==> src/rtl/alu_pkg.sv <==
package alu_pkg;

  localparam int OP_W   = 4;
  localparam int STAT_W = 8;

  // status byte bit positions
  localparam int ST_C = 0;
  localparam int ST_O = 1;
  localparam int ST_N = 2;
  localparam int ST_Z = 3;
  localparam int ST_I = 4;
  localparam int ST_L = 5;

  typedef enum logic [OP_W-1:0] {
    OP_ADD = 4'd0,
    OP_SUB = 4'd1,
    OP_AND = 4'd2,
    OP_OR  = 4'd3,
    OP_NOR = 4'd4,
    OP_SHL = 4'd5,
    OP_SHR = 4'd6,
    OP_CMP = 4'd7
  } aluOp_e;

  typedef enum logic [1:0] {
    LG_AND = 2'd0,
    LG_OR  = 2'd1,
    LG_NOR = 2'd2
  } logicKind_e;

  // strobes steering the datapath
  typedef struct packed {
    logic       selSum;
    logic       subMode;
    logic       selLogic;
    logic [1:0] logicKind;
    logic       selShift;
    logic       shiftLeft;
  } dpCtrl_t;

  // strobes steering the result/status registers
  typedef struct packed {
    logic writeBack;
    logic flagUpd;
    logic lessUpd;
  } regCtrl_t;

endpackage

==> src/rtl/alu_ctrl.sv <==
module alu_ctrl
  import alu_pkg::*;
(
  input  logic            opValid,
  input  logic [OP_W-1:0] opSel,
  output dpCtrl_t         dpCtrl,
  output regCtrl_t        regCtrl
);

  regCtrl_t rawReg;

  always_comb begin
    dpCtrl = '0;
    rawReg = '0;
    case (opSel)
      OP_ADD: begin
        dpCtrl.selSum    = 1'b1;
        rawReg.writeBack = 1'b1;
        rawReg.flagUpd   = 1'b1;
      end
      OP_SUB: begin
        dpCtrl.selSum    = 1'b1;
        dpCtrl.subMode   = 1'b1;
        rawReg.writeBack = 1'b1;
        rawReg.flagUpd   = 1'b1;
        rawReg.lessUpd   = 1'b1;
      end
      OP_CMP: begin
        dpCtrl.selSum    = 1'b1;
        dpCtrl.subMode   = 1'b1;
        rawReg.flagUpd   = 1'b1;
        rawReg.lessUpd   = 1'b1;
      end
      OP_AND: begin
        dpCtrl.selLogic  = 1'b1;
        dpCtrl.logicKind = LG_AND;
        rawReg.writeBack = 1'b1;
        rawReg.flagUpd   = 1'b1;
      end
      OP_OR: begin
        dpCtrl.selLogic  = 1'b1;
        dpCtrl.logicKind = LG_OR;
        rawReg.writeBack = 1'b1;
        rawReg.flagUpd   = 1'b1;
      end
      OP_NOR: begin
        dpCtrl.selLogic  = 1'b1;
        dpCtrl.logicKind = LG_NOR;
        rawReg.writeBack = 1'b1;
        rawReg.flagUpd   = 1'b1;
      end
      OP_SHL: begin
        dpCtrl.selShift  = 1'b1;
        dpCtrl.shiftLeft = 1'b1;
        rawReg.writeBack = 1'b1;
        rawReg.flagUpd   = 1'b1;
      end
      OP_SHR: begin
        dpCtrl.selShift  = 1'b1;
        rawReg.writeBack = 1'b1;
        rawReg.flagUpd   = 1'b1;
      end
      default: begin
        dpCtrl = '0;
        rawReg = '0;
      end
    endcase
  end

  // register strobes only fire on a presented operation
  always_comb begin
    regCtrl.writeBack = rawReg.writeBack & opValid;
    regCtrl.flagUpd   = rawReg.flagUpd   & opValid;
    regCtrl.lessUpd   = rawReg.lessUpd   & opValid;
  end

endmodule

==> src/rtl/alu_datapath.sv <==
module alu_datapath
  import alu_pkg::*;
#(
  parameter int DATA_W = 16
) (
  input  dpCtrl_t           dpCtrl,
  input  logic [DATA_W-1:0] opA,
  input  logic [DATA_W-1:0] opB,
  input  logic [DATA_W-1:0] shCount,
  output logic [DATA_W-1:0] aluRes,
  output logic              carryOut,
  output logic              ovfOut,
  output logic              lessOut
);

  localparam int CNT_W = $clog2(DATA_W + 2);
  localparam int MSB   = DATA_W - 1;

  // adder / subtractor
  logic [DATA_W-1:0] addendB;
  logic [DATA_W:0]   sumWide;
  logic              sumOvf;

  always_comb begin
    addendB = dpCtrl.subMode ? ~opB : opB;
    sumWide = {1'b0, opA} + {1'b0, addendB} + (DATA_W+1)'(dpCtrl.subMode);
    sumOvf  = (opA[MSB] == addendB[MSB]) && (sumWide[MSB] != opA[MSB]);
  end

  // logic unit
  logic [DATA_W-1:0] logicRes;

  always_comb begin
    case (dpCtrl.logicKind)
      LG_AND:  logicRes = opA & opB;
      LG_OR:   logicRes = opA | opB;
      LG_NOR:  logicRes = ~(opA | opB);
      default: logicRes = '0;
    endcase
  end

  // shifter, count clamped so every count above DATA_W behaves alike
  logic [CNT_W-1:0] shAmt;
  logic [DATA_W:0]  leftWide;
  logic [DATA_W:0]  rightWide;

  always_comb begin
    if (int'(shCount) > DATA_W) shAmt = CNT_W'(DATA_W + 1);
    else                        shAmt = CNT_W'(shCount);
    leftWide  = {1'b0, opA} << shAmt;
    rightWide = {opA, 1'b0} >> shAmt;
  end

  // output select
  always_comb begin
    aluRes   = '0;
    carryOut = 1'b0;
    ovfOut   = 1'b0;
    if (dpCtrl.selSum) begin
      aluRes   = sumWide[MSB:0];
      carryOut = sumWide[DATA_W];
      ovfOut   = sumOvf;
    end else if (dpCtrl.selLogic) begin
      aluRes = logicRes;
    end else if (dpCtrl.selShift) begin
      if (dpCtrl.shiftLeft) begin
        aluRes   = leftWide[MSB:0];
        carryOut = leftWide[DATA_W];
      end else begin
        aluRes   = rightWide[DATA_W:1];
        carryOut = rightWide[0];
      end
    end
    lessOut = sumWide[MSB] ^ sumOvf;
  end

endmodule

==> src/rtl/alu_flagreg.sv <==
module alu_flagreg
  import alu_pkg::*;
#(
  parameter int DATA_W = 16
) (
  input  logic              clk,
  input  logic              rstN,
  input  regCtrl_t          regCtrl,
  input  logic [DATA_W-1:0] aluRes,
  input  logic              carryIn,
  input  logic              ovfIn,
  input  logic              lessIn,
  input  logic              intEnSet,
  input  logic              intEnClr,
  output logic [DATA_W-1:0] result,
  output logic              resultWe,
  output logic [STAT_W-1:0] status
);

  logic flagC, flagO, flagN, flagZ, flagI, flagL;

  always_ff @(posedge clk or negedge rstN) begin
    if (!rstN) begin
      result   <= '0;
      resultWe <= 1'b0;
    end else begin
      resultWe <= regCtrl.writeBack;
      if (regCtrl.writeBack) result <= aluRes;
    end
  end

  always_ff @(posedge clk or negedge rstN) begin
    if (!rstN) begin
      flagC <= 1'b0;
      flagO <= 1'b0;
      flagN <= 1'b0;
      flagZ <= 1'b0;
      flagL <= 1'b0;
    end else begin
      if (regCtrl.flagUpd) begin
        flagC <= carryIn;
        flagO <= ovfIn;
        flagN <= aluRes[DATA_W-1];
        flagZ <= (aluRes == '0);
      end
      if (regCtrl.lessUpd) flagL <= lessIn;
    end
  end

  // interrupt enable: clear has priority
  always_ff @(posedge clk or negedge rstN) begin
    if (!rstN)         flagI <= 1'b0;
    else if (intEnClr) flagI <= 1'b0;
    else if (intEnSet) flagI <= 1'b1;
  end

  always_comb begin
    status       = '0;
    status[ST_C] = flagC;
    status[ST_O] = flagO;
    status[ST_N] = flagN;
    status[ST_Z] = flagZ;
    status[ST_I] = flagI;
    status[ST_L] = flagL;
  end

endmodule

==> src/rtl/alu_status_unit.sv <==
module alu_status_unit
  import alu_pkg::*;
#(
  parameter int DATA_W = 16
) (
  input  logic              clk,
  input  logic              rstN,
  input  logic              opValid,
  input  logic [OP_W-1:0]   opSel,
  input  logic              useImm,
  input  logic [DATA_W-1:0] rdVal,
  input  logic [DATA_W-1:0] rsVal,
  input  logic [DATA_W-1:0] immVal,
  input  logic              intEnSet,
  input  logic              intEnClr,
  output logic [DATA_W-1:0] result,
  output logic              resultWe,
  output logic [STAT_W-1:0] status
);

  dpCtrl_t           dpCtrl;
  regCtrl_t          regCtrl;
  logic [DATA_W-1:0] opSecond;
  logic [DATA_W-1:0] aluRes;
  logic              carryW, ovfW, lessW;

  assign opSecond = useImm ? immVal : rsVal;

  alu_ctrl u_ctrl (
    .opValid (opValid),
    .opSel   (opSel),
    .dpCtrl  (dpCtrl),
    .regCtrl (regCtrl)
  );

  alu_datapath #(.DATA_W(DATA_W)) u_dp (
    .dpCtrl   (dpCtrl),
    .opA      (rdVal),
    .opB      (opSecond),
    .shCount  (immVal),
    .aluRes   (aluRes),
    .carryOut (carryW),
    .ovfOut   (ovfW),
    .lessOut  (lessW)
  );

  alu_flagreg #(.DATA_W(DATA_W)) u_reg (
    .clk      (clk),
    .rstN     (rstN),
    .regCtrl  (regCtrl),
    .aluRes   (aluRes),
    .carryIn  (carryW),
    .ovfIn    (ovfW),
    .lessIn   (lessW),
    .intEnSet (intEnSet),
    .intEnClr (intEnClr),
    .result   (result),
    .resultWe (resultWe),
    .status   (status)
  );

endmodule

==> config.mk <==
export PLATFORM = sky130hd
export DESIGN_NAME = alu_status_unit
export DESIGN_NICKNAME = d
export VERILOG_FILES = /design/src/rtl/alu_pkg.sv /design/src/rtl/alu_ctrl.sv /design/src/rtl/alu_datapath.sv /design/src/rtl/alu_flagreg.sv /design/src/rtl/alu_status_unit.sv
export SDC_FILE = /design/constraint.sdc
export NUM_CORES = 1
export LEC_CHECK = 0
export BUFFER_PORTS_ARGS = -buffer_cell sky130_fd_sc_hd__buf_2
export CORE_MARGIN = 3
export CORE_UTILIZATION = 64
export DETAILED_ROUTE_END_ITERATION = 8
export PLACE_DENSITY = 0.95
export SLEW_MARGIN = 20
export SYNTH_ARGS = -nofsm -noshare
export SYNTH_HDL_FRONTEND = slang
export SYNTH_SLANG_ARGS = --single-unit
==> constraint.sdc <==
create_clock -name clk -period 1.15 [get_ports clk]
set_input_delay 0.0575 -clock clk [delete_from_list [all_inputs] [get_ports clk]]
set_output_delay 0.0575 -clock clk [all_outputs]
set_load 0.05 [all_outputs]
==> results.md, run 1 <==
- Run status: did not finish
- Terminating stage of the flow: 3_5_place_dp
- Run-stopping error: [ERROR DPL-0033] detailed placement checks failed during check placement.
- Seq cells post-synth: 23
- Post-Synthesis Cell Area: around 5000 um^2
- Row count: 31
- Die extent in x: 94.3 um
- Most area-hungry cell type in the Yosys netlist: dfrtp_1
- Mean cell area of the mapped netlist: slightly above 7 um^2
- Most frequent cells after synthesis: a21oi_1 (56), o21ai_0 (56), nand2_1 (51), clkbuf_1 (46), nor2_1 (44)
- DIE HEIGHT: 94.3 um
- Number of standard cells after synthesis: 691
- Portion of the post-synthesis area used by sequential elements: 11.5%
- Placed wire-length estimate: between 20000 and 25000 um
- Count of different cell masters after synthesis: 78
- Starting density of the core: between 60% and 70%
- Post-synth EDFFs: 0
- IO Count: just over 80
- I/O Buffers: 80
- Post-synth top area share: between 10% and 20%
- Yosys Warn Count: 0
- Cell types with the largest area share after synthesis: dfrtp_1 (12%), mux2_2 (6.5%), mux2i_1 (6.0%)
- FFs w/ async S/R, synth: between 90% and 100%
- Final weighted congestion in routability-driven placement: about 1.4
- Flip-flop cell with the highest count after synthesis: dfrtp_1
==> stage by stage <==
stage          setup WS (ns)  TNS [ns]  hold WS, ns
2_1_floorplan          -2.28    -32.41       -0.238
3_3_place_gp           -2.43    -40.24       0.0331
==> logic make-up after synthesis <==
logic type | Yosys count | synth area share, %
buffers and inverters | 77 | 6.67
flip-flops | 23 | 11.5
adder cells (fa/ha/maj) | 21 | 5.17
other | 1 | 0.0752
XOR/XNOR | 26 | 4.56
AO/OA/AOI/OAI | 251 | 34.6
AND/OR/NAND/NOR | 232 | 24.4
multiplexers | 60 | 13.0
==> run 2, diff against run 1 <==
--- a/config.mk
+++ b/config.mk
@@ -7,9 +7,9 @@
 export LEC_CHECK = 0
 export BUFFER_PORTS_ARGS = -buffer_cell sky130_fd_sc_hd__buf_2
 export CORE_MARGIN = 3
-export CORE_UTILIZATION = 64
+export CORE_UTILIZATION = 40
 export DETAILED_ROUTE_END_ITERATION = 8
-export PLACE_DENSITY = 0.95
+export PLACE_DENSITY_LB_ADDON = 0.15
 export SLEW_MARGIN = 20
 export SYNTH_ARGS = -nofsm -noshare
 export SYNTH_HDL_FRONTEND = slang
==> run 2 against run 1 <==
  * The flow now finishes, with violations (setup timing)
  * Synthesized area stayed put
  * Synthesized cell count stayed put
==> results.md, run 2 <==
- Run status: complete, but fails checks
- Violations in the final reports: setup timing
- Post-synth top area share: 11.5%
- Clock-pin transition on the worst setup and hold timing paths: ~0.070 ns
- Portion of total power attributed to the clock network: about an eighth
- Yosys Warn Count: 0
- Hold Crit Class: input pin to flop
- Number of vias per cell after detailed routing: ~6.5
- Max-cap viol count: 0
- Share of total power in sequential cells: between 15 and 20%
- Layout Skew: 0 ns
- Critical path arrival: approximately 3.7 ns
- Flip-flop cell with the highest count after synthesis: dfrtp_1
- Non-Filler Instances: 1174
- Crit path capture type: flop
- Cell-by-cell listing of the critical path: buf_6 > or4_4 > nor4_4 > buf_4 > mux2_4 > a222oi_1 > buf_4 > o211ai_1 > o2111ai_2 > nand3b_1 > or4b_1 > or4_4 > o41ai_2
- Critical path launch point type: input pin
- Starting density of the core: 41.2%
- Setup slack at placement: -2.89 ns
- Most frequent cells after synthesis: a21oi_1 (56), o21ai_0 (56), nand2_1 (51), clkbuf_1 (46), nor2_1 (44)
- Total placed cells including tap cells: about 1.1k
- Unrepaired setup endpoints after global routing: true
- Portion of the post-synthesis area used by sequential elements: ~12%
- Register bank with the most flops: u_reg.result
- FFs w/ async S/R, synth: 100%
- Global-route wire length before repair: between 40000 and 50000 um
- I/O Buffers: 80
- Worst hold slack: 0.00437 ns
- Antenna violations before repair: 1
- Row count: 40
- Max Fanout on Critical Path: 5
- Clock period minus final worst setup slack: 3.58 ns
- Crit-path max cell delay: 0.60 ns
- Pwr per Cell Area: a little under 700 nW/um^2
- Mean cell area of the mapped netlist: 7.22 um^2
- Max stage delay cell, worst path: or4_4
- Overflow left after global routing: 0
- Most area-hungry cell type in the Yosys netlist: dfrtp_1
- Synth-to-layout area growth: 75.9%
- Most used cells in the layout excluding fill and tap cells: buf_4 (263), buf_2 (73), nand2_1 (48)
- Area inside the core boundary: around 12000 um^2
- Number of violations reported at the end of detailed-routing iteration 0: approximately 940
- Net Sw Frac: around 47%
- Psw: ~2.8 mW
- Pins Over Slew Limit: 0
- Final weighted congestion in routability-driven placement: approximately 1.1
- Share of post-route cells with drive strength above 1: a little over half
- Maximum number of pins on one net before global-route repair: 35
- Post-layout worst setup margin: -2.43 ns
- Leakage dissipation: 3.90 nW
- Root cell of the clock tree: clkbuf_16
- Count of different cell masters after synthesis: 78
- Most common cell after layout, fill and taps aside: buf_4
- Total number of vias: 7597
- Die extent in x: approximately 120 um
- Routed length per placed instance: approximately 24 um
- Flip-flop count of the largest register, all copies and words added: 16
- Number of standard cells after synthesis: a little under 700
- Max frequency: about 0.28 GHz
- Final Hold Vio Count: 0
- TritonCTS clock tree: built
- DRC errors left: 0
- Cell types with the largest area share after synthesis: dfrtp_1 (12%), mux2_2 (6.5%), mux2i_1 (6.0%)
- Seq cells post-synth: 23
- Max_slew headroom: a little under a third
- Vias in the first global route: about 7.4k
- Maximum clock path buffer count: 2
- Final net count: about 1.1k
- Placed wire-length estimate: approximately 22000 um
- Post-Synthesis Cell Area: 4990 um^2
- Worst setup path category: input pin to flop
- Post-synth EDFFs: 0
- # H-tree levels: 1
- Worst-case vdd ir drop: 0.670 mV
- IO Count: 83
- Portion of total power attributed to combinational logic: between 70% and 80%
- 1st-pass router iterations: 6
- Slew @ Worst Pin: ~1.0 ns
- Fraction of the cycle the final worst path needs: 311%
- Total setup violations reported at the end of the flow: 21
- TritonCTS Sinks: 23
- Total routed wirelength: between 20000 and 30000 um
- Cts bufs inserted: 3
- Full die area: 13800 um^2
- Clk_lat worst skew: 0.26 ns
- Required time of the worst setup path: roughly 1.3 ns
- Routed Antenna Nets: 0
- DIE HEIGHT: 118 um
- Gr usage total: about two fifths
- Cell internal pwr: approximately 3.2 mW
-- run 2: worst paths after layout --
path	startpoint	end	slack (ns)	cells past startpoint
max	immVal[8]	u_reg.flagZ	-2.43	13
min	intEnSet	u_reg.flagI	0.004	3
max reg2reg	u_reg.result[9]	u_reg.result[9]	0.35	1
min reg2reg	u_reg.result[8]	u_reg.result[8]	0.49	2
max in group asynchronous	rstN	u_reg.result[11]	0.43	2
min in group asynchronous	rstN	u_reg.result[0]	0.33	2
-- run 2: area by class of cell --
cell class	count	area, um^2
fillers	915	3340
inverters	9	33.8
clock buffers	3	75.1
repair buffers	377	2860
flip-flops and latches	23	576
clock inverters	1	5.00
well taps	168	210
multi-input cells	592	5010
diodes	1	2.50
-- run 2: worst max-delay path: cells and delay by family --
family | cells | cell delay, ns
muxes | 1 | 0.29
buffers and inverters | 3 | 0.48
and+or+nand+nor | 5 | 1.97
AOI/OAI and AO/OA | 4 | 0.93
-- run 2: metrics by stage --
step	power, mW	util, %	setup TNS [ns]	cell area, um^2
after detailed placement	4.57	62.2	-44.49	7530
final	6.06	72.4	-34.44	8770
after CTS	5.69	69.5	-33.55	8420
after global placement	4.46	62.2	-43.24	7530
after floorplan	3.08	-	-32.41	5230
after global routing	6.31	72.4	-36.10	8770
-- run 2: cell families (layout without fill, tap and decap cells) --
kind of cell	count (synthesis)	after routing	share of synthesized area, %
flip-flops	23	23	11.5
XOR/XNOR	26	26	4.56
other	1	3	0.0752
buffers and inverters	77	390	6.67
AO/OA/AOI/OAI	251	251	34.6
AND/OR/NAND/NOR	232	232	24.4
multiplexers	60	60	13.0
adder cells (fa/ha/maj)	21	21	5.17
-- run 2: power by group through the flow --
stage	logic [mW]	clock network (mW)	registers, mW
after floorplan	1.76	0	1.32
after global placement	3.47	0	0.990
after detailed placement	3.57	0	1.01
after CTS	3.91	0.783	0.992
after global routing	4.48	0.828	1.01
final	4.26	0.800	0.994
-- run 2: repair_timing --
item / in CTS / in global routing
pin swaps: 50 / 32
buffers inserted: 24 / 18
hold endpoints to repair: 24 / 0
hold buffers: 2 / 0
resized for setup: 128 / 68
setup endpoints to repair: 21 / 21
-- run 2: per-layer routing --
layer	GRT usage [%]	wire (um)
met2	61.0	12800
met4	19.9	1880
met3	8.31	3030
met1	48.7	10800
met5	0	13
No activity file was read; power rests on OpenSTA's default activity.
